$ cat src/rtl/pcm_pkg.sv
// Package pcm_pkg
// Shared types for the PHY control-register access sequencer.
// Assumes: the strobe vector is indexed by the phase code.
package pcm_pkg;

    // Phase codes double as the index of the strobe that a phase drives.
    typedef enum logic [1:0] {
        PH_ADDR  = 2'd0,
        PH_DATA  = 2'd1,
        PH_READ  = 2'd2,
        PH_WRITE = 2'd3
    } phase_t;

    typedef enum logic [2:0] {
        ST_IDLE  = 3'd0,
        ST_SETUP = 3'd1,
        ST_HI    = 3'd2,
        ST_LO    = 3'd3,
        ST_DONE  = 3'd4,
        ST_ERR   = 3'd5
    } state_t;

    localparam int NUM_STROBES = 4;

    // One-hot strobe pattern for a phase.
    function automatic logic [NUM_STROBES-1:0] strobe_of(input phase_t ph);
        logic [NUM_STROBES-1:0] v;
        v = '0;
        v[ph] = 1'b1;
        return v;
    endfunction

endpackage

$ cat src/rtl/pcm_ack_sync.sv
// Module pcm_ack_sync
// Two-flop re-timer for the asynchronous acknowledge from the PHY.
// Assumes: the acknowledge is a level that stays put for several cycles.
module pcm_ack_sync #(
    parameter int STAGES = 2
) (
    input  logic clk,
    input  logic rst_n,
    input  logic ack_async,
    output logic ack_sync
);

    logic [STAGES-1:0] chain_q;

    // Shift the raw acknowledge through the flop chain.
    always_ff @(posedge clk) begin
        if (!rst_n) begin
            chain_q <= '0;
        end else begin
            chain_q <= {chain_q[STAGES-2:0], ack_async};
        end
    end

    assign ack_sync = chain_q[STAGES-1];

endmodule

$ cat src/rtl/pcm_poll_timer.sv
// Module pcm_poll_timer
// Paces the acknowledge polls of one wait and counts the failed ones.
// Assumes: arm is high for one cycle on every entry into a wait state.
module pcm_poll_timer #(
    parameter int POLL_CYCLES = 1000,
    parameter int POLL_LIMIT  = 200
) (
    input  logic clk,
    input  logic rst_n,
    input  logic arm,
    input  logic active,
    output logic poll_now,
    output logic poll_last
);

    localparam int TW = (POLL_CYCLES > 1) ? $clog2(POLL_CYCLES) : 1;
    localparam int CW = (POLL_LIMIT > 1) ? $clog2(POLL_LIMIT) : 1;
    localparam logic [TW-1:0] T_RELOAD = TW'(POLL_CYCLES - 1);
    localparam logic [CW-1:0] C_LAST   = CW'(POLL_LIMIT - 1);

    logic [TW-1:0] tmr_q;
    logic [CW-1:0] cnt_q;

    assign poll_now  = active && (tmr_q == '0);
    assign poll_last = (cnt_q == C_LAST);

    // Interval timer and failed-poll counter, cleared when a wait begins.
    always_ff @(posedge clk) begin
        if (!rst_n || arm) begin
            tmr_q <= '0;
            cnt_q <= '0;
        end else if (poll_now) begin
            tmr_q <= T_RELOAD;
            if (cnt_q != C_LAST) begin
                cnt_q <= cnt_q + CW'(1);
            end
        end else if (tmr_q != '0) begin
            tmr_q <= tmr_q - TW'(1);
        end
    end

endmodule

$ cat src/rtl/pcm_phase_fsm.sv
// Module pcm_phase_fsm
// Walks the chain of handshake phases for one access and owns the bus,
// the strobes and the result registers.
// Assumes: ack_s is already re-timed, and poll_now/poll_last come from a
// timer that is cleared by arm.
module pcm_phase_fsm
    import pcm_pkg::*;
#(
    parameter int DATA_W       = 16,
    parameter int SETUP_CYCLES = 2
) (
    input  logic                   clk,
    input  logic                   rst_n,
    input  logic                   start,
    input  logic                   write_en,
    input  logic [DATA_W-1:0]      req_addr,
    input  logic [DATA_W-1:0]      req_wdata,
    input  logic [DATA_W-1:0]      phy_rdata,
    input  logic                   ack_s,
    input  logic                   poll_now,
    input  logic                   poll_last,
    output logic                   arm,
    output logic                   waiting,
    output logic [DATA_W-1:0]      bus,
    output logic [NUM_STROBES-1:0] strobes,
    output logic [DATA_W-1:0]      rdata,
    output logic                   busy,
    output logic                   done,
    output logic                   err
);

    localparam int SW = (SETUP_CYCLES > 1) ? $clog2(SETUP_CYCLES) : 1;
    localparam logic [SW-1:0] SETUP_LAST = SW'(SETUP_CYCLES - 1);

    state_t                   state_q, state_d;
    phase_t                   phase_q, phase_d;
    logic [SW-1:0]            setup_q, setup_d;
    logic [DATA_W-1:0]        data_q, data_d;
    logic                     wr_q, wr_d;
    logic [DATA_W-1:0]        bus_q, bus_d;
    logic [NUM_STROBES-1:0]   strb_q, strb_d;
    logic [DATA_W-1:0]        rdata_q, rdata_d;

    // Next-state and next-output logic for the phase chain.
    always_comb begin
        state_d = state_q;
        phase_d = phase_q;
        setup_d = setup_q;
        data_d  = data_q;
        wr_d    = wr_q;
        bus_d   = bus_q;
        strb_d  = strb_q;
        rdata_d = rdata_q;
        arm     = 1'b0;
        case (state_q)
            ST_IDLE: begin
                if (start) begin
                    data_d  = req_wdata;
                    wr_d    = write_en;
                    phase_d = PH_ADDR;
                    bus_d   = req_addr;
                    setup_d = '0;
                    state_d = ST_SETUP;
                end
            end
            ST_SETUP: begin
                if (setup_q == SETUP_LAST) begin
                    strb_d  = strobe_of(phase_q);
                    state_d = ST_HI;
                    arm     = 1'b1;
                end else begin
                    setup_d = setup_q + SW'(1);
                end
            end
            ST_HI: begin
                if (poll_now) begin
                    if (ack_s) begin
                        strb_d  = '0;
                        state_d = ST_LO;
                        arm     = 1'b1;
                        if (phase_q == PH_READ) begin
                            rdata_d = phy_rdata;
                        end
                    end else if (poll_last) begin
                        strb_d  = '0;
                        rdata_d = '0;
                        state_d = ST_ERR;
                    end
                end
            end
            ST_LO: begin
                if (poll_now) begin
                    if (!ack_s) begin
                        case (phase_q)
                            PH_ADDR: begin
                                if (wr_q) begin
                                    phase_d = PH_DATA;
                                    bus_d   = data_q;
                                    setup_d = '0;
                                    state_d = ST_SETUP;
                                end else begin
                                    phase_d = PH_READ;
                                    bus_d   = '0;
                                    strb_d  = strobe_of(PH_READ);
                                    state_d = ST_HI;
                                    arm     = 1'b1;
                                end
                            end
                            PH_DATA: begin
                                phase_d = PH_WRITE;
                                strb_d  = strobe_of(PH_WRITE);
                                state_d = ST_HI;
                                arm     = 1'b1;
                            end
                            default: begin
                                state_d = ST_DONE;
                            end
                        endcase
                    end else if (poll_last) begin
                        strb_d  = '0;
                        rdata_d = '0;
                        state_d = ST_ERR;
                    end
                end
            end
            ST_DONE, ST_ERR: begin
                bus_d   = '0;
                state_d = ST_IDLE;
            end
            default: begin
                strb_d  = '0;
                state_d = ST_IDLE;
            end
        endcase
    end

    // State and output registers.
    always_ff @(posedge clk) begin
        if (!rst_n) begin
            state_q <= ST_IDLE;
            phase_q <= PH_ADDR;
            setup_q <= '0;
            data_q  <= '0;
            wr_q    <= 1'b0;
            bus_q   <= '0;
            strb_q  <= '0;
            rdata_q <= '0;
        end else begin
            state_q <= state_d;
            phase_q <= phase_d;
            setup_q <= setup_d;
            data_q  <= data_d;
            wr_q    <= wr_d;
            bus_q   <= bus_d;
            strb_q  <= strb_d;
            rdata_q <= rdata_d;
        end
    end

    assign waiting = (state_q == ST_HI) || (state_q == ST_LO);
    assign bus     = bus_q;
    assign strobes = strb_q;
    assign rdata   = rdata_q;
    assign busy    = (state_q != ST_IDLE);
    assign done    = (state_q == ST_DONE);
    assign err     = (state_q == ST_ERR);

endmodule

$ cat src/rtl/phy_creg_master.sv
// Module phy_creg_master
// Top level: turns a host read/write request into the multi-phase
// strobe/acknowledge exchange of a PHY control-register port.
// Assumes: phy_ack is asynchronous; phy_rdata is stable while ack is high.
module phy_creg_master
    import pcm_pkg::*;
#(
    parameter int DATA_W       = 16,
    parameter int POLL_CYCLES  = 1000,
    parameter int POLL_LIMIT   = 200,
    parameter int SETUP_CYCLES = 2,
    parameter int SYNC_STAGES  = 2
) (
    input  logic              clk,
    input  logic              rst_n,
    input  logic              start,
    input  logic              write_en,
    input  logic [DATA_W-1:0] req_addr,
    input  logic [DATA_W-1:0] req_wdata,
    output logic              busy,
    output logic              done,
    output logic              err,
    output logic [DATA_W-1:0] rdata,
    output logic [DATA_W-1:0] phy_bus,
    output logic              phy_cap_addr,
    output logic              phy_cap_data,
    output logic              phy_rd,
    output logic              phy_wr,
    input  logic              phy_ack,
    input  logic [DATA_W-1:0] phy_rdata
);

    logic                   ack_s;
    logic                   arm;
    logic                   waiting;
    logic                   poll_now;
    logic                   poll_last;
    logic [NUM_STROBES-1:0] strobes;

    pcm_ack_sync #(
        .STAGES(SYNC_STAGES)
    ) u_sync (
        .clk      (clk),
        .rst_n    (rst_n),
        .ack_async(phy_ack),
        .ack_sync (ack_s)
    );

    pcm_poll_timer #(
        .POLL_CYCLES(POLL_CYCLES),
        .POLL_LIMIT (POLL_LIMIT)
    ) u_timer (
        .clk      (clk),
        .rst_n    (rst_n),
        .arm      (arm),
        .active   (waiting),
        .poll_now (poll_now),
        .poll_last(poll_last)
    );

    pcm_phase_fsm #(
        .DATA_W      (DATA_W),
        .SETUP_CYCLES(SETUP_CYCLES)
    ) u_fsm (
        .clk      (clk),
        .rst_n    (rst_n),
        .start    (start),
        .write_en (write_en),
        .req_addr (req_addr),
        .req_wdata(req_wdata),
        .phy_rdata(phy_rdata),
        .ack_s    (ack_s),
        .poll_now (poll_now),
        .poll_last(poll_last),
        .arm      (arm),
        .waiting  (waiting),
        .bus      (phy_bus),
        .strobes  (strobes),
        .rdata    (rdata),
        .busy     (busy),
        .done     (done),
        .err      (err)
    );

    assign phy_cap_addr = strobes[PH_ADDR];
    assign phy_cap_data = strobes[PH_DATA];
    assign phy_rd       = strobes[PH_READ];
    assign phy_wr       = strobes[PH_WRITE];

endmodule

$ cat config.mk
export PLATFORM = sky130hd
export DESIGN_NAME = phy_creg_master
export DESIGN_NICKNAME = d
export VERILOG_FILES = /design/src/rtl/pcm_pkg.sv /design/src/rtl/pcm_ack_sync.sv /design/src/rtl/pcm_poll_timer.sv /design/src/rtl/pcm_phase_fsm.sv /design/src/rtl/phy_creg_master.sv
export SDC_FILE = /design/constraint.sdc
export NUM_CORES = 1
export LEC_CHECK = 0
export ABC_AREA = 1
export ABC_CLOCK_PERIOD_IN_PS = 3600
export BUFFER_PORTS_ARGS = -buffer_cell sky130_fd_sc_hd__buf_2
export CORE_ASPECT_RATIO = 1.25
export CORE_MARGIN = 2
export CORE_UTILIZATION = 30
export CTS_CLUSTER_SIZE = 24
export DETAILED_ROUTE_END_ITERATION = 10
export RECOVER_POWER = 100
export SLEW_MARGIN = 20
export SYNTH_ARGS = -nofsm -noshare
export SYNTH_HDL_FRONTEND = slang
export SYNTH_HIERARCHICAL = 1
export SYNTH_SLANG_ARGS = --single-unit
$ cat constraint.sdc
create_clock -name clk -period 3.6 [get_ports clk]
set_input_delay 0.18 -clock clk [delete_from_list [all_inputs] [get_ports clk]]
set_output_delay 0.18 -clock clk [all_outputs]
set_load 0.005 [all_outputs]
==> results of run 1 <==
power groups by stage:
stage	logic (mW)	clock network [mW]	registers (mW)
5_1_grt	1.61	0.994	1.27
6_report	1.40	0.930	1.24
3_5_place_dp	1.43	0	1.26
2_1_floorplan	1.14	0	1.23
4_1_cts	1.44	0.957	1.24
3_3_place_gp	1.41	0	1.26
cells in the mapped netlist, drive strengths merged:
library cell	count	area, um2
xor2	5	43.8
a21oi	56	280
nor3	7	46.3
o22ai	16	100
buf	23	190
clkinv	1	3.75
or2	1	6.26
nand2	210	816
o21ai	35	175
clkbuf	12	45.0
nand4	8	50.1
dfxtp	79	1580
nand3b	3	22.5
ha	3	37.5
inv	91	344
nor2	81	342
nand3	83	448
worst register-to-register path: stages, from the launching register on:
cell and delay (ns):
dfxtp_1 0.50, inv_1 0.14, nor2_1 0.52, inv_2 0.11, nor3_4 0.39, inv_1 0.14, nand2_2 0.37, nand3_1 0.24
nor2_1 0.25, nand2_1 0.09, a21oi_1 0.14
sequential cells by signal, indices dropped and copies added, names as in the netlist:
| signal | count |
|---|---|
| u_fsm/data_q | 16 |
| u_fsm/wr_q | 1 |
| u_fsm/rdata | 16 |
| u_fsm/strobes | 4 |
| u_fsm/state_q | 3 |
| u_timer/tmr_q | 10 |
| u_fsm/phase_q | 2 |
| u_fsm/setup_q | 1 |
| u_sync/chain_q | 2 |
| u_fsm/bus | 16 |
| u_timer/cnt_q | 8 |
final timing paths:
kind,cells past startpoint,startpoint,endpoint,slack (ns)
min reg2reg,2,u_sync/chain_q[0],u_sync/chain_q[1],0.41
max,10,u_fsm/state_q[1],u_fsm/strobes[1],0.63
min,3,phy_ack,u_sync/chain_q[0],0.03
max reg2reg,10,u_fsm/state_q[1],u_fsm/strobes[1],0.63
per-layer routing:
| layer | vias up | wire length [um] | global-route usage |
|---|---|---|---|
| met5 | - | 0 | 0 |
| met2 | 144 | 5420 | 0.237 |
| li1 | 2418 | - | - |
| met1 | 1944 | 5240 | 0.183 |
| met4 | 0 | 159 | 0.0507 |
| met3 | 10 | 883 | 0.0461 |
layout make-up:
type	instances	area share
Antenna cell	1	0.000475
Clock buffer	11	0.0480
Clock inverter	5	0.0107
Inverter	92	0.0658
Multi-Input combinational cell	508	0.446
Sequential cell	79	0.300
Tap cell	182	0.0432
Timing Repair Buffer	96	0.0859
layout by cell type (no fill, tap or decap), types with 4 or more instances in the layout:
cell and count:
dfxtp_1 79, o22ai_1 16, clkbuf_16 9, nand4_1 8
nand3_1 79, buf_4 5, xor2_1 5, buf_2 59
clkbuf_1 30, inv_1 85, nand2_1 203, nor2_2 4
o21ai_0 34, inv_2 5, nor2_1 75, nand2_2 5
nor3_1 6, a21oi_1 56
cells by family after synthesis:
logic type	after synthesis	synth area share
buffers and inverters	127	0.129
XOR/XNOR	5	0.00966
AND/OR/NAND/NOR	393	0.382
adder cells (fa/ha/maj)	3	0.00828
flip-flops	79	0.349
AO/OA/AOI/OAI	107	0.123
==> results.json, run 1 <==
{
  "finalSetupTns_ns": 0,
  "rows": 50,
  "p_int_mw": 2.12,
  "finalSetupViolations": 0,
  "numCtsBuffers": 9,
  "min_period_ns": 2.97,
  "clockRootBuffer": "clkbuf_16",
  "cap_violations": 1,
  "grt_max_degree": 40,
  "stdcell_count": 974,
  "fin_util": 0.354,
  "synth.yosys.seq_area_share": 0.349,
  "hold_viol": 0,
  "p_comb_frac": 0.391,
  "clkLatencyLatePin_ns": 0.33,
  "die_w_um": 114,
  "h-tree-depth": 3,
  "area_growth_pct": 16.3,
  "grt_pass1_wl_um": 19400,
  "first_pass_iters": 5,
  "post_cts_buffers": 0,
  "die_h_um": 141,
  "swShare": 0.405,
  "finClkSkew_ns": 0.00536,
  "nFillCells": 1676,
  "finalCritPeriodShare": 0.826,
  "path_clk_slew_ns": 0.06,
  "max_freq_ghz": 0.336,
  "hold_buffers": 0,
  "syn_inst": 714,
  "powerDensity_mw_per_mm2": 677,
  "viasPerCell": 4.64,
  "clock_path_buffers": 2,
  "routabilityCongestion": 0.834,
  "port_buffers": 91,
  "status": "finished with violations",
  "clkPwrFrac": 0.261,
  "violations": "max-capacitance violations, max-slew violations",
  "post_drt_wl_per_cell_um": 12.0,
  "grt.total_usage": 0.146,
  "crit_type": "reg2reg",
  "grt-ovfl-total": 0,
  "avgSynthCellArea_um2": 6.35,
  "syn_nets": 770,
  "irDropWorstVdd_uv": 377,
  "path_cells": "inv_1 -> nor2_1 -> inv_2 -> nor3_4 -> inv_1 -> nand2_2 -> nand3_1 -> nor2_1 -> nand2_1 -> a21oi_1",
  "grt_pass1_vias": 4132,
  "endpoint_kind": "flip-flop",
  "cp_top_family": "simple AND/OR/NAND/NOR gates",
  "cp.arrival_ns": 3.22,
  "first_iter_violations": 254,
  "vias": 4516,
  "slew_viol_final": 40,
  "worst_slack_ns": 0.627,
  "cp_slowest_cell": "nor2_1",
  "synth-seq-cells": 79,
  "dp_cells": 957,
  "finalPower_mw": 3.57,
  "synth_cell_type_count": 30,
  "leakage_nw": 2.49,
  "routed_wl_um": 11700,
  "drive_gt1_frac": 0.133,
  "slowest_delay_ns": 0.52,
  "ios": 92,
  "coreArea_mm2": 0.0149,
  "rsz0062_at_grt": "false",
  "ys_warn_count": 6,
  "worstMarginPinSlew_ns": 1.62,
  "hpwl_um": 8250,
  "initial_core_util": 0.304,
  "startpoint_type": "flip-flop",
  "dpl_cell_area_mm2": 0.00502,
  "antenna_found_initial": 1,
  "die_area_mm2": 0.0161,
  "cts_resized": 0,
  "hold_slack_ns": 0.0306,
  "pre_cts_ws_ns": 0.946,
  "drc": 0,
  "crit_path_max_fanout": 20,
  "ff_latch_area_mm2": 0.00158,
  "multi_input_area_mm2": 0.00235,
  "relSlewSlack": -0.0790,
  "nets": 842,
  "p_seq_frac": 0.348,
  "power_switching_mw": 1.45,
  "required_ns": 3.85,
  "cts_tree": "done",
  "hold_path_class": "in2reg",
  "critPathBufInv": 3,
  "syn_area_mm2": 0.00453,
  "ant_nets": 0,
  "final_area_mm2": 0.00527,
  "clock-sinks": 79
}
Note: power is estimated with default switching activity, not from simulation.
==> run 2, diff against run 1 <==
ABC_CLOCK_PERIOD_IN_PS = 2900   (was 3600)
clock period = 2.9 ns   (was 3.6 ns; I/O delays follow)
==> results.json, run 2 (synthesized netlist as in run 1, its figures left out) <==
{
  "status": "finished with violations",
  "violations": "max-capacitance violations, max-slew violations",
  "finalSetupTns_ns": 0,
  "min_period_ns": 2.41,
  "startpoint_type": "flip-flop",
  "first_iter_violations": 351,
  "antenna_found_initial": 1,
  "p_seq_frac": 0.355,
  "finClkSkew_ns": 0.00448,
  "clock-sinks": 79,
  "post_cts_buffers": 0,
  "p_int_mw": 2.51,
  "area_growth_pct": 16.3,
  "cp_slowest_cell": "dfxtp_1",
  "swShare": 0.422,
  "rsz0062_at_grt": "false",
  "die_area_mm2": 0.0161,
  "cp.arrival_ns": 2.67,
  "startpoint": "u_fsm/state_q[1]",
  "p_comb_frac": 0.404,
  "crit_path_max_fanout": 20,
  "finalCritPeriodShare": 0.830,
  "finalSetupViolations": 0,
  "drive_gt1_frac": 0.137,
  "post_drt_wl_per_cell_um": 12.2,
  "crit_path_end": "u_fsm/strobes[3]",
  "die_h_um": 141,
  "max_freq_ghz": 0.415,
  "drc": 0,
  "worst-path-stages": 10,
  "h-tree-depth": 3,
  "path_cells": "inv_1 -> nor2_1 -> inv_1 -> nor3_4 -> inv_1 -> nand2_2 -> nand3_1 -> nor2_2 -> nand2_1 -> a21oi_1",
  "initial_core_util": 0.304,
  "holdPathStages": 3,
  "antennaDiodeCount": 0,
  "worst_slack_ns": 0.492,
  "clkLatencyLatePin_ns": 0.34,
  "final_cell_mix": "203 x nand2_1, 87 x inv_1, 79 x nand3_1, 79 x dfxtp_1, 73 x nor2_1",
  "clkPwrFrac": 0.242,
  "grt_max_degree": 38,
  "grt.total_usage": 0.153,
  "nFillCells": 1691,
  "slew_viol_final": 38,
  "critPathBufInv": 3,
  "die_w_um": 114,
  "power_switching_mw": 1.83,
  "cts_tree": "done",
  "grt-ovfl-total": 0,
  "crit_type": "reg2reg",
  "nets": 846,
  "powerDensity_mw_per_mm2": 825,
  "required_ns": 3.16,
  "first_pass_iters": 5,
  "port_buffers": 91,
  "rrSetupSlack_ns": 0.49,
  "clock_path_buffers": 2,
  "pre_cts_ws_ns": 0.674,
  "slowest_delay_ns": 0.48,
  "ant_nets": 0,
  "hold_viol": 0,
  "rows": 50,
  "layout_commonest_cell": "nand2_1",
  "viasPerCell": 4.67,
  "grt_pass1_vias": 4185,
  "r2r_cells": 10,
  "cap_violations": 1,
  "clockRootBuffer": "clkbuf_16",
  "grt_pass1_wl_um": 20000,
  "relSlewSlack": -0.0246,
  "path_clk_slew_ns": 0.06,
  "endpoint_kind": "flip-flop",
  "worstMarginPinSlew_ns": 1.54,
  "leakage_nw": 2.50,
  "hold_path_class": "in2reg",
  "irDropWorstVdd_uv": 397,
  "routed_wl_um": 11900,
  "cp_top_family": "simple AND/OR/NAND/NOR gates",
  "ios": 92,
  "vias": 4561,
  "hpwl_um": 8350,
  "timing.rr.end": "u_fsm/strobes[3]",
  "routabilityCongestion": 0.858,
  "crit_top_cell": "inv_1",
  "numCtsBuffers": 9,
  "r2r_start": "u_fsm/state_q[1]",
  "coreArea_mm2": 0.0149
}
-- run 2: changes by cell type in the layout (fill, tap and decap cells not counted), sizes merged --
cell,change
buf,+4
dlygate4sd3,+1
inv,+1
diode,-1
bufinv,-1
clkbuf,-3
clkinvlp,-2
clkinv,+4
-- run 2: stage by stage --
| stage | util | cells | hold WS [ns] | power, mW | cell area [um2] |
|---|---|---|---|---|---|
| after global routing | 0.354 | 977 | 0.0858 | 4.75 | 5270 |
| after global placement | 0.338 | 960 | 0.340 | 3.34 | 5040 |
| after CTS | 0.358 | 977 | 0.0685 | 4.44 | 5330 |
| final | 0.354 | 977 | 0.0774 | 4.35 | 5270 |
| after detailed placement | 0.338 | 960 | 0.341 | 3.36 | 5040 |
| after floorplan | - | 714 | 0.238 | 2.94 | 4530 |
-- run 2: worst min-delay path by stage --
stage	end	start
floorplan	u_sync/chain_q[0]	phy_ack
global placement	u_sync/chain_q[0]	phy_ack
detailed placement	u_sync/chain_q[0]	phy_ack
CTS	u_fsm/data_q[0]	req_wdata[0]
global route	u_fsm/data_q[6]	req_wdata[6]
finish	u_fsm/data_q[0]	req_wdata[0]
-- run 2: area by class of cell --
type,instances,area (um2),area share
multi-input cells,508,2360,0.448
flip-flops and latches,79,1580,0.300
repair buffers,100,479,0.0909
inverters,92,348,0.0660
well taps,182,228,0.0432
clock buffers,9,225,0.0427
clock inverters,7,50.0,0.00949
-- run 2: per-layer routing --
layer  share of wire  track usage  wire length, um
met4           0.010       0.0417              121
met3           0.060       0.0581              718
met1            0.47        0.191             5650
met5               0            0                0
met2            0.46        0.247             5450
-- run 2: power by group through the flow --
| stage | sequential, mW | combinational (mW) | clock (mW) |
|---|---|---|---|
| 2_1_floorplan | 1.53 | 1.41 | 0 |
| 3_3_place_gp | 1.57 | 1.78 | 0 |
| 3_5_place_dp | 1.56 | 1.80 | 0 |
| 4_1_cts | 1.54 | 1.81 | 1.09 |
| 5_1_grt | 1.58 | 2.03 | 1.14 |
| 6_report | 1.54 | 1.75 | 1.05 |
-- run 2: repair_timing --
item	in CTS	in global routing
hold buffers	1	0
resized for setup	0	0
hold endpoints to repair	1	0
-- run 2: tightest hold or removal path: stages --
cell     delay [ns]
buf_2          0.07
o21ai_0        0.07
a21oi_1        0.10
==> run 3, diff against run 2 <==
ABC_CLOCK_PERIOD_IN_PS = 2350   (was 2900)
clock period = 2.35 ns   (was 2.9 ns; I/O delays follow)
==> results.json, run 3 (synthesized netlist as in run 1, its figures left out) <==
{
  "clock_path_buffers": 2,
  "powerDensity_mw_per_mm2": 1040,
  "clock-sinks": 79,
  "grt_pass1_wl_um": 19700,
  "required_ns": 2.62,
  "slowest_delay_ns": 0.36,
  "rows": 50,
  "cts_tree": "done",
  "antennaDiodeCount": 0,
  "grt-ovfl-total": 0,
  "p_int_mw": 3.29,
  "rrSetupSlack_ns": 0.27,
  "clockRootBuffer": "clkbuf_16",
  "hold_path_class": "in2reg",
  "r2r_cells": 10,
  "clkPwrFrac": 0.261,
  "drc": 0,
  "r2r_start": "u_timer/tmr_q[0]",
  "worstMarginPinSlew_ns": 0.770,
  "grt_max_degree": 37,
  "first_iter_violations": 262,
  "ant_nets": 0,
  "hold_viol": 0,
  "antenna_found_initial": 0,
  "die_w_um": 114,
  "critPathBufInv": 3,
  "nets": 854,
  "h-tree-depth": 3,
  "die_h_um": 141,
  "finalSetupTns_ns": 0,
  "hold_slack_ns": 0.0534,
  "timing.rr.end": "u_timer/cnt_q[0]",
  "power_switching_mw": 2.30,
  "finalPower_mw": 5.58,
  "status": "finished, final reports clean",
  "startpoint_type": "flip-flop",
  "finalCritPeriodShare": 0.885,
  "leakage_nw": 2.58,
  "post_cts_buffers": 0,
  "vias": 4649,
  "rsz0062_at_grt": "false",
  "drive_gt1_frac": 0.156,
  "irDropWorstVdd_uv": 577,
  "routed_wl_um": 12000,
  "crit_type": "reg2reg",
  "max_freq_ghz": 0.481,
  "cp_slowest_cell": "dfxtp_1",
  "grt_pass1_vias": 4150,
  "area_growth_pct": 18.7,
  "coreArea_mm2": 0.0149,
  "min_to": "u_fsm/data_q[11]",
  "crit_top_cell": "inv_1",
  "endpoint_kind": "flip-flop",
  "path_clk_slew_ns": 0.06,
  "swShare": 0.412,
  "initial_core_util": 0.304,
  "clkLatencyLatePin_ns": 0.34,
  "ios": 92,
  "port_buffers": 91,
  "p_seq_frac": 0.338,
  "worst_slack_ns": 0.271,
  "crit_path_max_fanout": 11,
  "pre_cts_ws_ns": 0.281,
  "post_drt_wl_per_cell_um": 12.1,
  "finClkSkew_ns": 0.0104,
  "relSlewSlack": 0.486,
  "finalSetupViolations": 0,
  "first_pass_iters": 5,
  "cp.arrival_ns": 2.35,
  "layout_commonest_cell": "nand2_1",
  "die_area_mm2": 0.0161,
  "min_period_ns": 2.08,
  "min_from": "req_wdata[11]",
  "path_cells": "inv_1 -> ha_1 -> nand3_2 -> nor3_4 -> buf_4 -> nand3_1 -> o21ai_0 -> nor2_1 -> inv_1 -> a21oi_1",
  "slew_viol_final": 0,
  "holdPathStages": 3,
  "viasPerCell": 4.72,
  "grt.total_usage": 0.150,
  "cp_top_family": "simple AND/OR/NAND/NOR gates",
  "cap_violations": 0,
  "p_comb_frac": 0.401,
  "routabilityCongestion": 0.896,
  "numCtsBuffers": 9,
  "hpwl_um": 8440,
  "final_cell_mix": "204 x nand2_1, 85 x inv_1, 79 x dfxtp_1"
}
## run 3: layout make-up
class                      count  area (um2)
inverter                      92         348
sequential                    79        1580
tap                          182         228
clock buffer                   9         225
fill                        1662        9510
timing repair buffer         108         553
multi-input combinational    508        2360
clock inverter                 7        86.3
## run 3: layer usage
| metal | track usage | routed length, um | vias to the layer above |
|---|---|---|---|
| met4 | 0.0494 | 203 | 0 |
| met2 | 0.239 | 5520 | 154 |
| met1 | 0.190 | 5250 | 2033 |
| met5 | 0 | 0 | - |
| met3 | 0.0487 | 986 | 15 |
| li1 | - | - | 2447 |
## run 3: power groups by stage
stage / registers, mW / logic, mW / clock network [mW]
floorplan: 1.89 / 1.74 / 0
global placement: 1.91 / 2.31 / 0
detailed placement: 1.91 / 2.31 / 0
CTS: 1.89 / 2.32 / 1.51
global route: 1.93 / 2.56 / 1.56
finish: 1.89 / 2.24 / 1.46
## run 3: worst register-to-register path: cells and delay by family (launching register included)
family          cells  cell delay [ns]
simple gates        4             0.61
buf+inv             3             0.54
flops               1             0.36
compound gates      2             0.27
fa+ha+maj           1             0.21
## run 3: per-stage QoR
| stage | util | instances | instance area, um2 |
|---|---|---|---|
| final | 0.361 | 985 | 5380 |
| after global routing | 0.361 | 985 | 5380 |
| after CTS | 0.365 | 985 | 5430 |
| after detailed placement | 0.343 | 968 | 5110 |
| after global placement | 0.343 | 968 | 5110 |
| after floorplan | - | 714 | 4530 |
## run 3: worst max-delay path by stage
stage	start	endpoint	slack (ns)	depth (start not counted)
floorplan	u_fsm/state_q[1]	u_fsm/bus[0]	0.30	13
global route	u_timer/tmr_q[0]	u_fsm/strobes[3]	0.01	10
CTS	u_timer/tmr_q[0]	u_timer/cnt_q[0]	0.27	10
detailed placement	u_timer/tmr_q[0]	u_timer/cnt_q[0]	0.28	10
finish	u_timer/tmr_q[0]	u_timer/cnt_q[0]	0.27	10
global placement	u_timer/tmr_q[0]	u_timer/tmr_q[2]	0.33	10
## run 3: repair_timing
item	4_1_cts	5_1_grt
resized for setup	0	0
endpoints found under the hold margin	1	0
hold buffers	1	0
